`src/rtl/eep_pkg.sv`:
```
// Package: shared types and the constant memory image for the serial EEPROM responder.
// Assumes an 8-bit memory word; unlisted addresses read as zero.
package eep_pkg;

    // Line events decoded from one step against the previous step.
    typedef struct packed {
        logic start;   // SCL high twice, SDA 1 -> 0
        logic stop;    // SCL high twice, SDA 0 -> 1
        logic rise;    // SCL 0 -> 1
        logic steady;  // SDA equal to the previous step
    } line_ev_t;

    // Constant memory image, computed per address.
    function automatic logic [7:0] init_byte(input int idx);
        logic [7:0] v;
        case (idx)
            'h00: v = 8'h80;
            'h01: v = 8'h08;
            'h02: v = 8'h04;
            'h03: v = 8'h0D;
            'h04: v = 8'h0A;
            'h05: v = 8'h01;
            'h06: v = 8'h40;
            'h3E: v = 8'h12;
            'h3F: v = 8'hD0;
            'h7E: v = 8'h64;
            'h7F: v = 8'hF4;
            default: v = 8'h00;
        endcase
        return v;
    endfunction

endpackage

```
`src/rtl/eep_line_monitor.sv`:
```
// Module: eep_line_monitor
// Decodes start, stop, rising-clock and data-stability events from the
// previous stored line levels and the current sample. Purely combinational;
// assumes the caller only acts on the result when the sample strobe is high.
module eep_line_monitor
    import eep_pkg::*;
(
    input  logic     prev_scl,
    input  logic     prev_sda,
    input  logic     scl_in,
    input  logic     sda_in,
    output line_ev_t ev
);

    logic both_high;
    logic sda_moved;

    // Event decode for one step.
    always_comb begin
        both_high = prev_scl & scl_in;
        sda_moved = prev_sda ^ sda_in;
        ev.start  = both_high & sda_moved & ~sda_in;
        ev.stop   = both_high & sda_moved &  sda_in;
        ev.rise   = ~prev_scl & scl_in;
        ev.steady = ~sda_moved;
    end

endmodule

```
`src/rtl/eep_rom.sv`:
```
// Module: eep_rom
// Constant memory of 2**ADDR_W words, built from the package image function.
// Asynchronous read; assumes DATA_W <= 8 (upper image bits are dropped).
module eep_rom
    import eep_pkg::*;
#(
    parameter int ADDR_W = 8,
    parameter int DATA_W = 8
) (
    input  logic [ADDR_W-1:0] rd_addr,
    output logic [DATA_W-1:0] rd_data
);

    localparam int DEPTH = 1 << ADDR_W;

    logic [DATA_W-1:0] image [DEPTH];

    // One constant word per address.
    for (genvar g = 0; g < DEPTH; g++) begin : g_word
        localparam logic [7:0] WORD = init_byte(g);
        assign image[g] = WORD[DATA_W-1:0];
    end

    // Asynchronous lookup.
    always_comb rd_data = image[rd_addr];

endmodule

```
`src/rtl/eep_bit_engine.sv`:
```
// Module: eep_bit_engine
// Frame sequencer. One tick counter spans the command phase (ticks 1..CMD_W)
// and the address phase (ticks CMD_W+1..CMD_W+ADDR_W); tick 0 is idle.
// Acknowledges are inserted on the rising step after the pending flag is set.
// Assumes line events come from eep_line_monitor fed with prev_scl/prev_sda.
module eep_bit_engine
    import eep_pkg::*;
#(
    parameter int CMD_W  = 8,
    parameter int ADDR_W = 8,
    parameter int DATA_W = 8
) (
    input  logic              clk,
    input  logic              rst_n,
    input  logic              smp_valid,
    input  logic              scl_in,
    input  logic              sda_in,
    input  line_ev_t          ev,
    output logic              prev_scl,
    output logic              prev_sda,
    output logic [ADDR_W-1:0] rom_addr,
    input  logic [DATA_W-1:0] rom_data
);

    localparam int CMD_END  = CMD_W + 1;
    localparam int ADDR_END = CMD_END + ADDR_W;
    localparam int TICK_W   = $clog2(ADDR_END + 1);
    localparam logic [TICK_W-1:0] T_IDLE  = '0;
    localparam logic [TICK_W-1:0] T_FIRST = TICK_W'(1);
    localparam logic [TICK_W-1:0] T_CEND  = TICK_W'(CMD_END);
    localparam logic [TICK_W-1:0] T_AEND  = TICK_W'(ADDR_END);

    logic [TICK_W-1:0] tick_q, tick_n;
    logic              ack_q, ack_n;
    logic [CMD_W-1:0]  cmd_q, cmd_n;
    logic [ADDR_W-1:0] addr_q, addr_n;
    logic [DATA_W-1:0] data_q, data_n;
    logic              scl_q, scl_n;
    logic              sda_q, sda_n;
    logic [TICK_W-1:0] tick_inc;
    logic              is_read;

    assign tick_inc = tick_q + TICK_W'(1);
    assign is_read  = cmd_q[0];
    assign rom_addr = {addr_q[ADDR_W-2:0], sda_in};
    assign prev_scl = scl_q;
    assign prev_sda = sda_q;

    // Next-state decode for one strobed step.
    always_comb begin
        tick_n = tick_q;
        ack_n  = ack_q;
        cmd_n  = cmd_q;
        addr_n = addr_q;
        data_n = data_q;
        scl_n  = scl_q;
        sda_n  = sda_q;
        if (smp_valid) begin
            scl_n = scl_in;
            sda_n = sda_in;
            if (ev.start) begin
                tick_n = T_FIRST;
                cmd_n  = '0;
            end else if (ev.stop) begin
                // stop: state kept as is
            end else if (tick_q == T_IDLE && !ack_q) begin
                // idle: wait for a start
            end else if (ev.rise) begin
                if (ack_q) begin
                    sda_n = 1'b0;
                    ack_n = 1'b0;
                end else if (ev.steady) begin
                    if (tick_q < T_CEND) begin
                        cmd_n  = {cmd_q[CMD_W-2:0], sda_in};
                        tick_n = tick_inc;
                        if (tick_inc == T_CEND) ack_n = 1'b1;
                    end else if (tick_q < T_AEND) begin
                        if (is_read) sda_n = data_q[DATA_W-1];
                        addr_n = rom_addr;
                        data_n = data_q << 1;
                        tick_n = tick_inc;
                        if (tick_inc == T_AEND) begin
                            data_n = rom_data;
                            ack_n  = 1'b1;
                            tick_n = T_IDLE;
                        end
                    end else begin
                        sda_n = 1'b0;
                    end
                end
            end
        end
    end

    // State registers with synchronous active-low reset.
    always_ff @(posedge clk) begin
        if (!rst_n) begin
            tick_q <= T_IDLE;
            ack_q  <= 1'b0;
            cmd_q  <= '0;
            addr_q <= '0;
            data_q <= '0;
            scl_q  <= 1'b1;
            sda_q  <= 1'b1;
        end else begin
            tick_q <= tick_n;
            ack_q  <= ack_n;
            cmd_q  <= cmd_n;
            addr_q <= addr_n;
            data_q <= data_n;
            scl_q  <= scl_n;
            sda_q  <= sda_n;
        end
    end

    // Counter never rests on the final address tick.
    assert_tick_range_R9: assert property (@(posedge clk) disable iff (!rst_n)
        tick_q < T_AEND);

    assert_start_open_R2: assert property (@(posedge clk) disable iff (!rst_n)
        smp_valid && ev.start |=> tick_q == T_FIRST && cmd_q == '0);

    assert_stop_keep_R3: assert property (@(posedge clk) disable iff (!rst_n)
        smp_valid && ev.stop |=> $stable(tick_q) && $stable(ack_q) && $stable(addr_q) && $stable(data_q));

    assert_idle_keep_R4: assert property (@(posedge clk) disable iff (!rst_n)
        smp_valid && tick_q == T_IDLE && !ack_q && !ev.start |=> tick_q == T_IDLE && !ack_q && $stable(addr_q));

    assert_glitch_skip_R5: assert property (@(posedge clk) disable iff (!rst_n)
        smp_valid && ev.rise && !ev.steady && !ack_q |=> $stable(tick_q) && $stable(cmd_q) && $stable(addr_q));

    assert_ack_drive_R6: assert property (@(posedge clk) disable iff (!rst_n)
        smp_valid && ack_q && ev.rise |=> !ack_q && !sda_q && $stable(tick_q));

    assert_cmd_ack_R7: assert property (@(posedge clk) disable iff (!rst_n)
        ack_q && tick_q != T_IDLE |-> tick_q == T_CEND);

    assert_read_bit_R8: assert property (@(posedge clk) disable iff (!rst_n)
        smp_valid && ev.rise && ev.steady && !ack_q && tick_q >= T_CEND && is_read
        |=> sda_q == $past(data_q[DATA_W-1]));

    assert_load_ack_R9: assert property (@(posedge clk) disable iff (!rst_n)
        smp_valid && ev.rise && ev.steady && !ack_q && tick_inc == T_AEND |=> tick_q == T_IDLE && ack_q);

    assert_follow_R11: assert property (@(posedge clk) disable iff (!rst_n)
        smp_valid && !ev.rise |=> sda_q == $past(sda_in) && scl_q == $past(scl_in));

    assert_hold_R12: assert property (@(posedge clk) disable iff (!rst_n)
        !smp_valid |=> $stable(tick_q) && $stable(sda_q) && $stable(scl_q) && $stable(ack_q));

endmodule

```
`src/rtl/eep_bit_responder.sv`:
```
// Module: eep_bit_responder (top)
// Bit-level responder modelling a read-only serial EEPROM. Each strobed
// SCL/SDA pair is one step; sda_out is the level the master reads back.
// Assumes the master supplies already-sampled line levels.
module eep_bit_responder
    import eep_pkg::*;
#(
    parameter int CMD_W  = 8,
    parameter int ADDR_W = 8,
    parameter int DATA_W = 8
) (
    input  logic clk,
    input  logic rst_n,
    input  logic smp_valid,
    input  logic scl_in,
    input  logic sda_in,
    output logic sda_out
);

    line_ev_t          ev;
    logic              prev_scl;
    logic              prev_sda;
    logic [ADDR_W-1:0] rom_addr;
    logic [DATA_W-1:0] rom_data;

    eep_line_monitor u_mon (
        .prev_scl (prev_scl),
        .prev_sda (prev_sda),
        .scl_in   (scl_in),
        .sda_in   (sda_in),
        .ev       (ev)
    );

    eep_rom #(.ADDR_W(ADDR_W), .DATA_W(DATA_W)) u_rom (
        .rd_addr (rom_addr),
        .rd_data (rom_data)
    );

    eep_bit_engine #(.CMD_W(CMD_W), .ADDR_W(ADDR_W), .DATA_W(DATA_W)) u_eng (
        .clk       (clk),
        .rst_n     (rst_n),
        .smp_valid (smp_valid),
        .scl_in    (scl_in),
        .sda_in    (sda_in),
        .ev        (ev),
        .prev_scl  (prev_scl),
        .prev_sda  (prev_sda),
        .rom_addr  (rom_addr),
        .rom_data  (rom_data)
    );

    // Returned level is the stored data level.
    assign sda_out = prev_sda;

endmodule

```
`config.mk`:
```
export PLATFORM = sky130hd
export DESIGN_NAME = eep_bit_responder
export DESIGN_NICKNAME = d
export VERILOG_FILES = /design/src/rtl/eep_pkg.sv /design/src/rtl/eep_line_monitor.sv /design/src/rtl/eep_rom.sv /design/src/rtl/eep_bit_engine.sv /design/src/rtl/eep_bit_responder.sv
export SDC_FILE = /design/constraint.sdc
export NUM_CORES = 1
export LEC_CHECK = 0
export CORE_MARGIN = 4
export CORE_UTILIZATION = 30
export CTS_BUF_LIST = sky130_fd_sc_hd__clkbuf_4
export DETAILED_ROUTE_END_ITERATION = 12
export DONT_BUFFER_PORTS = 1
export HOLD_SLACK_MARGIN = 0.06
export PLACE_DENSITY = 0.54
export SLEW_MARGIN = 20
export SYNTH_ARGS = -nofsm -noshare
export SYNTH_HDL_FRONTEND = slang
export SYNTH_SLANG_ARGS = --single-unit
```
`constraint.sdc`:
```
create_clock -name clk -period 3.2 [get_ports clk]
set_input_delay 0.64 -clock clk [delete_from_list [all_inputs] [get_ports clk]]
set_output_delay 0.64 -clock clk [all_outputs]
set_load 0.01 [all_outputs]
```
==> results of run 1 <==
[metrics by stage]
| step | util [%] | hold slack [ns] | cell area, um^2 |
|---|---|---|---|
| after floorplan | - | 0.432 | 1480 |
| after global placement | 32.1 | 0.446 | 1530 |
| after detailed placement | 32.1 | 0.444 | 1530 |
| after CTS | 32.6 | 0.371 | 1550 |
| after global routing | 32.6 | 0.372 | 1550 |
| final | 32.6 | 0.381 | 1550 |
[layer usage]
metal / part of all wire, % / routed length, um
met3: 3.2 / 105
met4: 0.70 / 23
met2: 47 / 1550
met1: 49 / 1620
met5: 0 / 0
[final timing paths]
| path | start | endpoint | cells after the start |
|---|---|---|---|
| setup / recovery | u_eng.tick_q[0] | u_eng.data_q[0] | 7 |
| setup reg to reg | u_eng.tick_q[0] | u_eng.data_q[0] | 7 |
| hold / removal | rst_n | u_eng.prev_scl | 1 |
| hold reg to reg | u_eng.data_q[2] | u_eng.data_q[2] | 2 |
[final cells by class]
class	count	area share [%]
Tap cell	67	5.40
Inverter	7	1.69
Clock inverter	1	0.242
Timing Repair Buffer	3	1.45
Multi-Input combinational cell	151	58.8
Clock buffer	3	1.45
Sequential cell	24	31.0
[logic make-up after synthesis]
kind of cell | Yosys count | synth area share [%]
multiplexers | 6 | 4.06
buffers and inverters | 21 | 5.92
adder cells (fa/ha/maj) | 3 | 2.54
AO/OA/AOI/OAI | 58 | 23.8
XOR/XNOR | 4 | 2.37
flip-flops | 24 | 32.5
AND/OR/NAND/NOR | 80 | 28.9
[registers in the layout (all words and copies together), names as in the netlist]
register	cells
u_eng.prev_sda	1
u_eng.ack_q	1
u_eng.tick_q	5
u_eng.prev_scl	1
u_eng.addr_q	7
u_eng.data_q	8
u_eng.cmd_q	1
[power groups by stage]
stage | Sequential, mW | Combinational (mW) | Clock, mW
3_3_place_gp | 0.313 | 0.0297 | 0
5_1_grt | 0.307 | 0.0333 | 0.157
2_1_floorplan | 0.312 | 0.0283 | 0
4_1_cts | 0.307 | 0.0294 | 0.146
3_5_place_dp | 0.313 | 0.0292 | 0
6_report | 0.306 | 0.0291 | 0.135
[Yosys cell counts (2+ instances only)]
cell | n | area [um^2]
o41ai_1 | 2 | 17.5
o22ai_1 | 2 | 12.5
ha_1 | 3 | 37.5
o211ai_1 | 3 | 22.5
nor3b_1 | 2 | 15.0
nor3_1 | 5 | 25.0
xor2_1 | 4 | 35.0
nor4b_1 | 3 | 26.3
nand3_1 | 9 | 45.0
nand3b_1 | 2 | 15.0
a21oi_1 | 22 | 110
mux2i_1 | 6 | 60.1
o21ai_0 | 14 | 70.1
nand2b_1 | 3 | 18.8
nand2_1 | 31 | 116
dfxtp_1 | 24 | 480
nor2b_1 | 2 | 12.5
a31oi_1 | 5 | 31.3
a22oi_1 | 2 | 15.0
and4b_1 | 2 | 20.0
inv_1 | 7 | 26.3
clkbuf_1 | 11 | 41.3
or3_1 | 5 | 31.3
nor2_1 | 9 | 33.8
[cells in the final DEF (no fill, tap or decap), drive strengths merged, types with 2 or more instances in the layout]
| cell | n |
|---|---|
| a21oi | 22 |
| a22oi | 2 |
| a31oi | 5 |
| and4b | 2 |
| buf | 3 |
| clkbuf | 3 |
| dfxtp | 24 |
| ha | 3 |
| inv | 7 |
| mux2i | 6 |
| nand2 | 31 |
| nand2b | 3 |
| nand3 | 9 |
| nand3b | 3 |
| nor2 | 9 |
| nor2b | 2 |
| nor3 | 5 |
| nor3b | 2 |
| nor4b | 3 |
| o211ai | 3 |
| o21ai | 14 |
| o22ai | 2 |
| o41ai | 2 |
| or3 | 5 |
| or4 | 2 |
| xor2 | 4 |
==> impl_metrics.tcl, run 1 <==
set metrics [dict create \
    slowest_stage "or4_4" \
    ir_worst_vdd_uv 163 \
    holdBufCountCts 0 \
    fin_nets 198 \
    num_vias 1315 \
    ys.flop_type "dfxtp_1" \
    path_class "reg -> reg" \
    crit_chain "inv_1 > ha_1 > nor4b_1 > or4_4 > or2_1 > or4_1 > a21oi_1" \
    die_h_um 78.2 \
    place.gp.congestion 0.821 \
    max_stage_delay_ns 0.59 \
    firstDrtPassIters 4 \
    use_met2_pct 18.4 \
    grt_overflow_total 0 \
    path_clk_slew_ns 0.13 \
    cts_resized 0 \
    clock_latency_ns 0.31 \
    clock_path_buffers 2 \
    grt_util_met1_pct 15.5 \
    areaGrowthSynthToFinish_pct 4.82 \
    chipWidth_um 78.2 \
    rows 25 \
    grt_use_met3_pct 1.03 \
    hpwlAfterDp_um 2340 \
    grt_antenna_before_repair 0 \
    powerDensity_nw_per_um2 303 \
    skew_ns 0.00865 \
    finalSetupTns_ns 0 \
    grt_pass1_wl_um 5730 \
    setup_violations 0 \
    post-place-ws_ns 0.490 \
    via_per_inst 5.14 \
    setup_ws_ns 0.466 \
    drc 0 \
    slew_headroom_pct 59.3 \
    swShare_pct 23.5 \
    synth_warnings 0 \
    synth_edf_count 0 \
    grt_max_degree 18 \
    tightestPinTransition_ns 0.602 \
    ioPinCount 6 \
    cts_setup_buffers 0 \
    worstSetupStartpointType "flop" \
    start_util_pct 31.1 \
    synth_seq_cells 24 \
    fmax_mhz 366 \
    stdcell_count 256 \
    p_int_uw 360 \
    critPathRequiredTime_ns 3.44 \
    antenna_left 0 \
    cts_root_buffer "clkbuf_4" \
    cp_data_arrival_time_ns 2.98 \
    post-place-cells 252 \
    grt_usage_pct 11.2 \
    drtIter0Drc 72 \
    coreArea_um2 4750 \
    comb_power_share_pct 6.2 \
    rrSetupSlack_ns 0.47 \
    leakage_nw 0.540 \
    critPathCaptureType "flop" \
    dieArea_um2 6120 \
    path_delay_family "simple AND/OR/NAND/NOR gates" \
    critPathMaxFanout 14 \
    fillerInstances 538 \
    path_buf_inv 1 \
    cts_tree "built" \
    p_seq_share_pct 65.1 \
    port_buffers 0 \
    slew_violations 0 \
    min_period_ns 2.73 \
    htreeDepth 1 \
    drive_above_1_share_pct 4.76 \
    final-seq-area_um2 480 \
    drv_cap 0 \
    synth_cell_type_count 42 \
    p_clk_share_pct 28.7 \
    syn-num-nets 204 \
    syn-instance-count 196 \
    yosysSeqAreaShare_pct 32.5 \
    run_status "completed" \
    antenna_cells 0 \
    synthArstFlopShare_pct 0 \
    grt_busiest_layer "met2" \
    p_sw_uw 110 \
    cts_made_buffers 3 \
    multi_input_area_um2 912 \
    final.period_utilization_pct 85.4 \
    drt_wl_total_um 3300 \
    power_uw 470 \
    synth.avg_cell_area_um2 7.55 \
    grt_pass1_vias 1202 \
    rsz0062_at_grt "false" \
    synth_area_um2 1480 \
    wl_per_cell_um 12.9 \
    min-delay-path-class "in -> reg" \
    cts_sinks 24 \
    hold_violations 0 \
]
No activity file was read; power rests on OpenSTA's default activity.
==> run 2: changes to the inputs <==
GPL_TIMING_DRIVEN = 0   (was not set)
PLACE_DENSITY = 0.45   (was 0.54)
clock period = 2.8 ns   (was 3.2 ns; I/O delays follow)
==> run 2 against run 1 <==
Compared with the run above: sequential power is 14% higher; core utilization increased by 1.7 points; total power up 38%; final cell count up 4.3%; clock skew shrank 0.0019 ns; critical path depth is 2 higher; clock power is 90% higher; setup slack got worse by 0.36 ns; flip-flop and latch count unchanged; non-clock buffer count increased by 11; sequential share of layout area fell by 1.1 points; critical path type unchanged.
==> impl_metrics.tcl, run 2 (synthesis gave the netlist of run 1 again) <==
set metrics [dict create \
    clock_latency_ns 0.33 \
    clock_path_buffers 2 \
    powerDensity_nw_per_um2 398 \
    path_class "reg -> reg" \
    hold_violations 0 \
    wl_per_cell_um 14.4 \
    grt_pass1_wl_um 6650 \
    finalSetupTns_ns 0 \
    holdPathEnd "u_eng.tick_q[4]" \
    power_uw 650 \
    fmax_mhz 371 \
    largest_register_ffs 8 \
    coreArea_um2 4750 \
    holdBufCountCts 0 \
    min-delay-path-class "in -> reg" \
    grt_max_degree 15 \
    start_util_pct 31.1 \
    areaGrowthSynthToFinish_pct 10.3 \
    placed_area_um2 1560 \
    final.period_utilization_pct 96.3 \
    ir_worst_vdd_uv 161 \
    critPathCaptureType "flop" \
    slew_headroom_pct 25.3 \
    setup_violations 0 \
    drv_cap 0 \
    met2_length_um 1730 \
    drc 0 \
    dieArea_um2 6120 \
    largest_register "u_eng.data_q" \
    worstSetupStartpointType "flop" \
    cts_made_buffers 3 \
    final_common_cell "nand2_1" \
    critPathMaxFanout 8 \
    place.gp.congestion 0.853 \
    wl_met3_um 159 \
    skew_ns 0.00670 \
    via_per_inst 5.30 \
    tightestPinTransition_ns 1.11 \
    run_status "completed" \
    r2r-start "u_eng.tick_q[0]" \
    drt_wl_total_um 3830 \
    hpwlAfterDp_um 2900 \
    rrSetupSlack_ns 0.10 \
    cts_tree "built" \
    grt_antenna_before_repair 0 \
    rsz0062_at_grt "false" \
    grt_overflow_total 0 \
    ioPinCount 6 \
    path_clk_slew_ns 0.14 \
    grt_usage_pct 13.4 \
    htreeDepth 1 \
    grt_pass1_vias 1344 \
    slew_violations 0 \
    chipWidth_um 78.2 \
    min_path_cells 2 \
    cp_data_arrival_time_ns 2.96 \
    worstHoldStart "rst_n" \
    drtIter0Drc 126 \
    antenna_left 0 \
    num_vias 1414 \
    r2r_cells 9 \
    critPathRequiredTime_ns 3.06 \
    rows 25 \
    post-route-util_pct 34.3 \
    fin_nets 209 \
    highest_layer "met4" \
    most-common-layout-cells "nand2_1, a21oi_1, dfxtp_1, o21ai_0, clkbuf_1" \
    min_period_ns 2.70 \
    port_buffers 0 \
    final_area_um2 1630 \
    timing.rr.end "u_eng.data_q[0]" \
    cts_setup_buffers 0 \
    firstDrtPassIters 4 \
    die_h_um 78.2 \
    met1_length_um 1900 \
    leakage_nw 0.567 \
    drive_above_1_share_pct 6.50 \
    top_regs "u_eng.data_q x8, u_eng.addr_q x7, u_eng.tick_q x5" \
    antenna_cells 0 \
    cts_root_buffer "clkbuf_4" \
    cts_sinks 24 \
]
-- run 2: routing by layer --
metal / vias to the layer above / global-route usage (%)
met2: 29 / 21.1
li1: 711 / -
met3: 6 / 2.98
met4: 0 / 2.97
met1: 668 / 18.7
met5: - / 0
-- run 2: how the worst max path moves through the flow --
| stage | cells after the start | start | end | slack [ns] |
|---|---|---|---|---|
| 6_report | 9 | u_eng.tick_q[0] | u_eng.data_q[0] | 0.10 |
| 5_1_grt | 9 | u_eng.tick_q[0] | u_eng.data_q[0] | 0.007 |
| 4_1_cts | 9 | u_eng.tick_q[0] | u_eng.data_q[0] | 0.06 |
| 3_5_place_dp | 9 | u_eng.tick_q[0] | u_eng.data_q[0] | 0.02 |
| 3_3_place_gp | 9 | u_eng.tick_q[0] | u_eng.data_q[0] | 0.02 |
| 2_1_floorplan | 9 | u_eng.tick_q[0] | u_eng.data_q[0] | 0.30 |
-- run 2: worst max-delay path: stages (launching register included) --
cell      delay, ns
dfxtp_4        0.41
inv_1          0.09
ha_1           0.19
nor4b_2        0.19
or4_4          0.52
buf_6          0.15
or2_1          0.21
clkbuf_1       0.16
or4_1          0.56
a21oi_1        0.15
-- run 2: layout make-up --
cell class	instances	area, um^2
fillers	536	3120
multi-input cells	151	921
flip-flops and latches	24	488
well taps	67	83.8
plain buffers	14	61.3
clock inverters	1	30.0
inverters	7	26.3
clock buffers	3	22.5
-- run 2: repair_timing --
action | 4_1_cts | 5_1_grt
endpoints found under the setup margin | 1 | 14
endpoints found under the hold margin | 0 | 0
gates resized for setup | 2 | 4
-- run 2: metrics by stage --
step	cells	setup slack [ns]	hold slack (ns)
floorplan	196	0.302	0.432
global placement	263	0.0172	0.447
detailed placement	263	0.0176	0.454
CTS	267	0.0564	0.355
global route	267	0.00741	0.345
finish	267	0.104	0.364
-- run 2: power by group --
group	switching (mW)	internal (mW)
clock	0.112	0.145
sequential	0.00606	0.343
combinational	0.0266	0.0164
==> run 3: changes to the inputs <==
CAP_MARGIN = 5   (was not set)
==> results of run 3 <==
Final layout, timing and power as in run 2 (identical DEF).
